--- config.mk ---
export PLATFORM = sky130hd
export DESIGN_NAME = ring_desc_fetch
export DESIGN_NICKNAME = d
export VERILOG_FILES = /design/src/rtl/ring_desc_fetch.sv
export SDC_FILE = /design/constraint.sdc
export NUM_CORES = 1
export LEC_CHECK = 0
export BUFFER_PORTS_ARGS = -buffer_cell sky130_fd_sc_hd__buf_2
export CORE_UTILIZATION = 50
export DETAILED_ROUTE_END_ITERATION = 8
export PLACE_DENSITY_LB_ADDON = 0.05
export SETUP_SLACK_MARGIN = 0.5
export SLEW_MARGIN = 5
export SYNTH_ARGS = -nofsm -noshare
export SYNTH_HDL_FRONTEND = slang
export SYNTH_SLANG_ARGS = --single-unit
export TNS_END_PERCENT = 10
--- constraint.sdc ---
create_clock -name clk -period 4.1 [get_ports clk]
set_input_delay 0.205 -clock clk [delete_from_list [all_inputs] [get_ports clk]]
set_output_delay 0.205 -clock clk [all_outputs]
set_load 0.02 [all_outputs]
--- src/rtl/ring_desc_fetch.sv ---
module ring_desc_fetch #(
  parameter int AW = 32,
  parameter int LW = 12
) (
  input  logic          clk,
  input  logic          rst_n,
  input  logic          reg_we,
  input  logic [1:0]    reg_addr,
  input  logic [AW-1:0] reg_wdata,
  output logic          rd_req,
  output logic [AW-1:0] rd_addr,
  input  logic          rd_valid,
  input  logic [31:0]   rd_data,
  output logic          desc_valid,
  output logic [127:0]  desc_data,
  output logic [AW-1:0] desc_addr,
  input  logic          desc_ready,
  output logic [AW-1:0] cur_ptr,
  output logic [1:0]    status
);
  localparam int NW     = 4;
  localparam int WIW    = $clog2(NW);
  localparam int STRIDE = NW * 4;

  typedef enum logic [1:0] {S_IDLE, S_FETCH, S_HOLD, S_SUSP} st_t;

  st_t                 st;
  logic [AW-1:0]       base_q, tail_q, cur_q;
  logic [LW-1:0]       len_q;
  logic                run_q;
  logic [WIW-1:0]      widx;
  logic [NW-1:0][31:0] words_q;

  wire wr_base = reg_we && reg_addr == 2'd0;
  wire wr_len  = reg_we && reg_addr == 2'd1;
  wire wr_tail = reg_we && reg_addr == 2'd2;
  wire wr_ctl  = reg_we && reg_addr == 2'd3;

  wire [AW-1:0] last_addr = base_q + (AW'(len_q) << 4);
  wire [AW-1:0] next_ptr  = (cur_q == last_addr) ? base_q : cur_q + AW'(STRIDE);

  assign rd_req     = st == S_FETCH;
  assign rd_addr    = cur_q + (AW'(widx) << 2);
  assign desc_valid = st == S_HOLD;
  assign desc_data  = words_q;
  assign desc_addr  = cur_q;
  assign cur_ptr    = cur_q;
  assign status     = (st == S_IDLE) ? 2'd0 : (st == S_SUSP) ? 2'd2 : 2'd1;

  always_ff @(posedge clk) begin
    if (!rst_n) begin
      st      <= S_IDLE;
      base_q  <= '0;
      tail_q  <= '0;
      cur_q   <= '0;
      len_q   <= '0;
      run_q   <= 1'b0;
      widx    <= '0;
      words_q <= '0;
    end else begin
      if (wr_base) base_q <= reg_wdata;
      if (wr_len)  len_q  <= reg_wdata[LW-1:0];
      if (wr_tail) tail_q <= reg_wdata;
      if (wr_ctl)  run_q  <= reg_wdata[0];
      unique case (st)
        S_IDLE: begin
          widx <= '0;
          if (wr_base)     cur_q <= reg_wdata;
          else if (wr_len) cur_q <= base_q;
          else if (run_q)  st    <= (cur_q == tail_q) ? S_SUSP : S_FETCH;
        end
        S_SUSP: begin
          widx <= '0;
          if (!run_q)               st <= S_IDLE;
          else if (cur_q != tail_q) st <= S_FETCH;
        end
        S_FETCH: begin
          if (rd_valid) begin
            words_q[widx] <= rd_data;
            widx          <= widx + 1'b1;
            if (widx == WIW'(NW - 1)) st <= S_HOLD;
          end
        end
        S_HOLD: begin
          if (desc_ready) begin
            cur_q <= next_ptr;
            widx  <= '0;
            if (!run_q)                 st <= S_IDLE;
            else if (next_ptr == tail_q) st <= S_SUSP;
            else                        st <= S_FETCH;
          end
        end
        default: st <= S_IDLE;
      endcase
    end
  end
endmodule


==> run summary, run 1 <==
Sequential elements use 35.09% of the synthesized area. The run gives 6 as the total iterations of the first detailed-routing run. In this run the cell area of the synthesized design comes to 13,750 um2. The number of endpoints failing setup at the final stage is 1, and the number of CTS-inserted buffers is 27. Once detail routing completed, the nets flagged for antenna violations numbered 0. Cell taking the most area after synthesis: dfxtp_1.

Row generation in the floorplan step produced 60 rows. The tree is rooted in a clkbuf_16. The mean post-synth cell area is 7.721 um2. Final hold slack: 0.01979 ns. The maximum fanout along the worst path was 16.

The horizontal die dimension was 167.8 um. Ranked by total cell area, the synthesized netlist is headed by dfxtp_1 (35%), nand2_1 (13%), a21boi_0 (11%), xor2_1 (4.5%), xnor2_1 (3.9%). The finished cells cover 18,180 um2. The global-route total usage across every layer is 35.87%. Of the post-synthesis cell area, the dominant cell type holds 35.09%. The max-slew violation count is 0, and the core box area is 26,950 um2. The logs give 1,879 for the synthesized netlist net count and 4.83 ns for the data arrival at the endpoint of the critical path. The level count of the clock H-tree was 1.

The run gives 0 as the max capacitance violation total. The flow ran to the end, but the final reports show violations. The critical path data required time was 4.55 ns. Entering global routing, the biggest net connects 99 pins.

After clock tree synthesis, the clock-pin slew on the worst setup and hold paths is 0.06 ns. Among all cell types in the netlist, the one instantiated most often is nand2_1. The later pin in the worst-skew pair is clocked with a latency of 0.54 ns.

The run gives 3 as the number of buffers between clock root and the deepest sink. Compared with the post-synthesis result, the final layout area differs by 32.19%. Timing-limited maximum frequency: 0.2281 GHz.

The count of flip-flops with a built-in enable after synthesis is 0, and the die area is 28,170 um2. The final setup slack of the worst path was -0.2838 ns; the top-level port count was 299. The number of vias in the routed layout was 14,460.

The most used flip-flop cell after synthesis is dfxtp_1. Leakage power of the design: 7.917 nW. The logs give 0 for the sum of overflow across all layers after global routing and 1,270 for the initial detailed-routing violation count.

The via density per instance was 5.700. The tools report the number of global-route vias before repair as 13,810. At the pin with the least slew margin, the transition time is 0.9607 ns. The checks that failed: setup timing. Across the routed clock network, the largest skew measured is 0.008653 ns. Number of antenna violations at the first check in global routing: 0. In this run, distinct cell masters in the synthesized netlist total 67. The run gives 1.020 as the routability congestion estimate. STA classifies the critical path startpoint as a register. For the number of clock sinks, the log shows 241.

For the number of cells produced by synthesis, the log shows 1,781. In this run the vertical extent of the chip is 167.8 um. The final cycle utilization of the critical path is 106.9%.

The run gives 0 as the number of endpoints with negative hold slack in the final report. The effective utilization at floorplan was 51.02%. The net count of the finished layout is 2,274. The layout has 2,355 filler cells. Adding up every negative setup slack in the final design gives -0.2838 ns. Port buffering added 298 buffers.

Setup repair after global routing could not meet its margin everywhere. The number of synthesized register bits is 241, and the post-detailed-placement half-perimeter wirelength is 37.51 mm. Yosys printed 0 warnings. The placed standard-cell area is 16,240 um2. For the final wirelength, the log shows 51.51 mm.

The smallest clock period supported by the final layout is computed as 4.384 ns. The wire length of the first global-routing pass is 79.15 mm. The worst pin sits at a relative slew slack of 35.72%.

The commonest cells after synthesis are nand2_1 (461), dfxtp_1 (241), a21boi_0 (208). In this run the worst hold path is classified as input pin to register. After detailed routing, the average wire length per cell comes to 20.30 um.

The worst supply voltage drop on vdd came out at 0.0003413 V. Of all flip-flops after synthesis, the portion carrying an async set or reset was 0%. TritonCTS built the clock tree. Dividing total power by cell area gives a power density of 550.6 nW/um2. In the routed design, unresolved DRC markers number 0. Critical path class: register to register. Fraction of final layout cells sized beyond drive strength 1: 27.20%. STA classifies the critical path endpoint as a register. The tools report the worst slack at placement as -0.4613 ns.
==> cell type report <==
cell class | instances | area [um2] | area share (%)
diodes | 1 | 2.502 | 0.01377
multi-input cells | 1349 | 8428 | 46.37
well taps | 341 | 426.7 | 2.347
clock buffers | 37 | 743.2 | 4.089
clock inverters | 11 | 142.6 | 0.7847
inverters | 21 | 78.83 | 0.4336
flip-flops and latches | 241 | 4830 | 26.57
repair buffers | 536 | 3526 | 19.40
==> per-layer routing <==
| layer | global-route usage (%) | share of wire (%) | up-vias |
|---|---|---|---|
| met3 | 7.452 | 9.1 | 113 |
| met4 | 13.44 | 3.5 | 0 |
| li1 | - | - | 6806 |
| met5 | 0 | 0 | - |
| met1 | 46.02 | 42 | 6880 |
| met2 | 59.24 | 46 | 661 |
==> repair_timing <==
action / in CTS / in global routing
endpoints found under the setup margin: 31 / 33
gates cloned: 0 / 0
hold buffers: 63 / 0
hold endpoints to repair: 185 / 0
resized for setup: 102 / 6
pin swaps: 45 / 2
setup buffers: 4 / 0
==> cell usage in the layout (no fill, tap or decap), types with 26 or more instances in the layout <==
cell             n
a21boi_0       192
buf_2          297
buf_4          162
clkbuf_16       27
dfxtp_1        237
dlygate4sd3_1   63
nand2_1        457
nand3_1         37
nand4_1         39
nor2_1          68
nor2b_1         28
nor3_1          26
o21ai_0         34
xnor2_1         62
xor2_1          69
==> metrics by stage <==
stage                     utilization (%)  power (mW)  instances
after floorplan                         -       5.469       1781
after global placement              60.27       7.097       2421
after detailed placement            60.27       7.119       2421
after CTS                           67.33       9.915       2536
after global routing                67.44       10.42       2536
final                               67.45       10.01       2537
==> power breakdown <==
| part | switching [mW] | internal (mW) | leakage (nW) |
|---|---|---|---|
| clock | 0.995 | 1.46 | 0.429 |
| combinational | 2.96 | 1.86 | 5.53 |
| sequential | 0.209 | 2.53 | 1.95 |
==> critical path, cell delays in order, from the launching register on <==
cell,delay (ns)
dfxtp_2,0.35
ha_4,0.14
inv_2,0.04
fa_2,0.55
xor2_2,0.18
nand4_1,0.13
a211oi_1,0.19
nand4_1,0.17
nor4_4,0.32
nand4b_1,0.21
or3_4,0.47
buf_12,0.18
or3_4,0.37
a21oi_2,0.14
o2111ai_1,0.11
or4b_1,0.54
o31ai_2,0.19
==> path summary, 6_finish.rpt <==
check	endpoint	from	slack (ns)	cells after the start
setup / recovery	st[1]	len_q[0]	-0.28	16
hold / removal	base_q[16]	reg_wdata[16]	0.02	3
setup reg to reg	st[1]	len_q[0]	-0.28	16
hold reg to reg	desc_data[118]	desc_data[118]	0.46	2
==> sequential cells by signal (all words and copies together) (netlist names) <==
signal     count
len_q         12
base_q        32
st             2
tail_q        32
widx           2
cur_ptr       32
desc_data    128
run_q          1
==> cells by family after synthesis <==
kind of cell | after synthesis | share of synthesized area [%]
AOI/OAI and AO/OA | 395 | 20.46
buffers and inverters | 191 | 6.315
and+or+nand+nor | 766 | 24.96
muxes | 28 | 2.084
DFF | 241 | 35.09
adders and majority gates | 27 | 2.566
xor gates and xnor gates | 133 | 8.526
Note: power is estimated with default switching activity, not from simulation.
==> run 2: changes to the inputs <==
- CORE_MARGIN: default -> 5
==> run 2 against run 1 <==
  * The run still ends with setup timing left
  * Final area down 0.68%
  * Worst hold slack better by 0.096 ns
  * Critical path depth unchanged
  * Routed wire length up 3.2%
  * Register-to-register slack worse by 0.08 ns
  * Clock skew up 0.0085 ns
  * Combinational power down 3%
  * Flip-flop and latch count unchanged
  * Global-route usage down 3.0 points
  * Fmax down 1.9%
  * Non-clock buffer count down 22
==> run summary, run 2 (synthesis results as in run 1) <==
The run finished, with violations left. The checks that failed: setup timing. Slowest cell on the critical path: or4_1.

The run gives 0 (unchanged) as the max capacitance violation total. The tools report the category of the worst setup path capture point as a register. The logs give -0.3685 ns (-0.08473 ns) for the final setup slack of the worst path and 30,920 um2 (+9.8%) for the die area. TritonCTS built the clock tree.

The actual slew at the worst max-slew pin is 1.018 ns (+0.05714 ns). The top-level port count was 299 (unchanged); the leakage power of the design was 7.842 nW (-0.95%). For the timing-limited maximum frequency, the log shows 0.2238 GHz (-1.9%). For the number of global-route vias before repair, the log shows 13,840 (+0.22%). The tools report the number of endpoints with negative hold slack in the final report as 0 (unchanged).

The tightest slew margin relative to the limit was 31.90% (-3.8 points). Element type at the critical path start: a register. The final wirelength was 53.15 mm (+3.2%); the level count of the clock H-tree was 1 (unchanged).

The final layout net count is 2,255 (-0.84%), and the number of flip-flops in the largest register is 128 (unchanged). Setup repair after global routing could not meet its margin everywhere. The number of clock sinks is 241 (unchanged), and the fraction of final layout cells sized beyond drive strength 1 is 25.92% (-1.3 points). The sum of overflow across all layers after global routing was 0 (unchanged); the routability congestion estimate was 0.9733 (-4.6%). For the global-route total usage across every layer, the log shows 32.87% (-3.0 points). The biggest cell delay along the critical path was 0.50 ns (-0.05 ns). The count of input and output buffers is 298 (unchanged). The number of nets with antenna violations after detailed routing came out at 0 (unchanged). Root cell of the clock tree: clkbuf_16.

The largest net degree at the start of global routing is 242 (+140%), and the initial detailed-routing violation count is 1,292 (+1.7%). The critical path in this run is classified as register to register. Worst hold-check path type: input pin to register. The largest clock skew in the final design was 0.01713 ns (+0.008478 ns). The tools report the share of the core filled with cells in the final layout as 66.80% (-0.65 points). The total iterations of the first detailed-routing run was 5 (-1); the via density per instance was 5.682 (-0.31%).

The number of design rule violations left after detail routing is 0 (unchanged), and the number of vias in the routed layout is 14,310 (-1.0%). The register clock-pin slew on the reported worst setup and hold paths was 0.06 ns (about the same). The die outline height is 175.8 um (+4.8%). The core box area is 27,030 um2 (+0.28%), and the critical path data required time is 4.59 ns (+0.04 ns). The layout-stage area growth over the synthesis result was 31.29%. Clock period minus final worst setup slack: 4.468 ns (+0.08473 ns).

The final total negative setup slack came out at -0.3685 ns (-0.08473 ns). The run gives 80.52 mm (+1.7%) as the wire length of the first global-routing pass. The tools report the number of endpoints failing setup at the final stage as 1 (unchanged).

The power density of the placed cells is 563.4 nW/um2 (+2.3%), and the maximum fanout along the worst path is 5 (-11). The most common library cell in the layout ignoring fill and taps is nand2_1. The library cells used most frequently in the layout, excluding fill and tap cells, are nand2_1 (459), buf_2 (297), dfxtp_1 (237), a21boi_0 (197), buf_4 (147).

The run gives 4830 um2 (unchanged) as the sequential cell area. The clock insertion delay at the later pin of the skew report was 0.57 ns (+0.03 ns). The number of antenna violations at the first check in global routing came out at 1 (+1). The final cycle utilization of the critical path is 109.0% (+2.1 points), and the data arrival at the endpoint of the critical path is 4.96 ns (+0.13 ns).

The number of CTS-inserted buffers is 28 (+3.7%), and the row count is 60 (unchanged). The horizontal die dimension is 175.8 um (+4.8%), and the post-detailed-placement half-perimeter wirelength is 38.79 mm (+3.4%). The number of buffers between clock root and the deepest sink was 3 (unchanged); the max-slew violation count was 0 (unchanged). The effective utilization at floorplan is 50.88% (-0.14 points), and the count of fill cells added during filler insertion is 2,361 (+0.25%). The run gives 8376 um2 (-0.62%) as the combined area of the multi-input logic cells. The signal on the critical path passes through ha_4 > inv_2 > fa_2 > nor2b_4 > o21a_1 > or4_4 > or4b_4 > nor4_4 > nand4b_1 > buf_4 > or3_4 > or4_1 > nand3_1 > nand3_1 > or4_1 > o31ai_1.

The wire length per cell after detailed routing is 21.10 um (+3.9%), and the worst supply voltage drop on vdd is 0.0004593 V (+35%).
-- run 2: cell types whose count changed in the layout (fill, tap and decap cells not counted), sizes merged --
cell,previous run,this run
clkbuf,37,34
or3,10,12
clkinvlp,2,3
bufinv,3,5
buf,473,449
diode,1,2
dlygate4sd3,63,65
inv,21,22
-- run 2: layout make-up --
type                            instances  area share (%)
Inverter                               21          0.4366
Timing Repair Buffer                  514           18.36
Tap cell                              341           2.363
Clock buffer                           34           4.338
Multi-Input combinational cell       1351           46.39
Clock inverter                         15           1.331
Sequential cell                       241           26.75
Antenna cell                            2         0.02772
-- run 2: metal layers --
layer	track usage (%)	share of wire, %	routed length, um
met3	10.12	9.8	5204
met2	53.29	45	24100
met4	11.76	4.0	2125
met5	0	0	0
met1	41.49	41	21730
-- run 2: what timing repair did --
action                     4_1_cts  5_1_grt
hold buffers                    65        0
cloned                           1        1
setup endpoints to repair       30       33
hold endpoints to repair       206        0
setup buffers                    1        1
pin swaps                        6       27
resized for setup               32       45
-- run 2: metrics by stage --
stage,hold slack (ns),total power [mW],std cells,worst slack (ns),area [um2]
floorplan,0.3424,5.469,1781,0.1360,13800
global placement,0.4486,7.047,2399,-0.1712,16060
detailed placement,0.4558,7.057,2399,-0.3054,16060
CTS,0.1027,9.962,2515,-0.1967,17870
global route,0.1205,10.61,2518,-0.5221,18050
finish,0.1157,10.17,2519,-0.3685,18050
-- run 2: worst paths after layout --
| path | from | end | slack (ns) | cells after the start |
|---|---|---|---|---|
| setup reg to reg | len_q[0] | st[1] | -0.37 | 16 |
| hold reg to reg | desc_data[116] | desc_data[116] | 0.46 | 2 |
| setup / recovery | len_q[0] | st[1] | -0.37 | 16 |
| hold / removal | reg_addr[0] | run_q | 0.12 | 4 |
-- run 2: worst max-delay path: cells and delay by family, from the launching register on --
kind            cells  cell delay (ns)
flops               1             0.36
buf+inv             2             0.27
compound gates      2             0.39
fa+ha+maj           2             0.54
simple gates       10             2.84
-- run 2: power by group --
group / switching (mW) / leakage [nW] / internal [mW] / total (mW)
combinational: 2.94 / 5.39 / 1.73 / 4.67
clock: 1.07 / 0.495 / 1.68 / 2.74
sequential: 0.234 / 1.95 / 2.53 / 2.76
total: 4.24 / 7.84 / 5.93 / 10.2
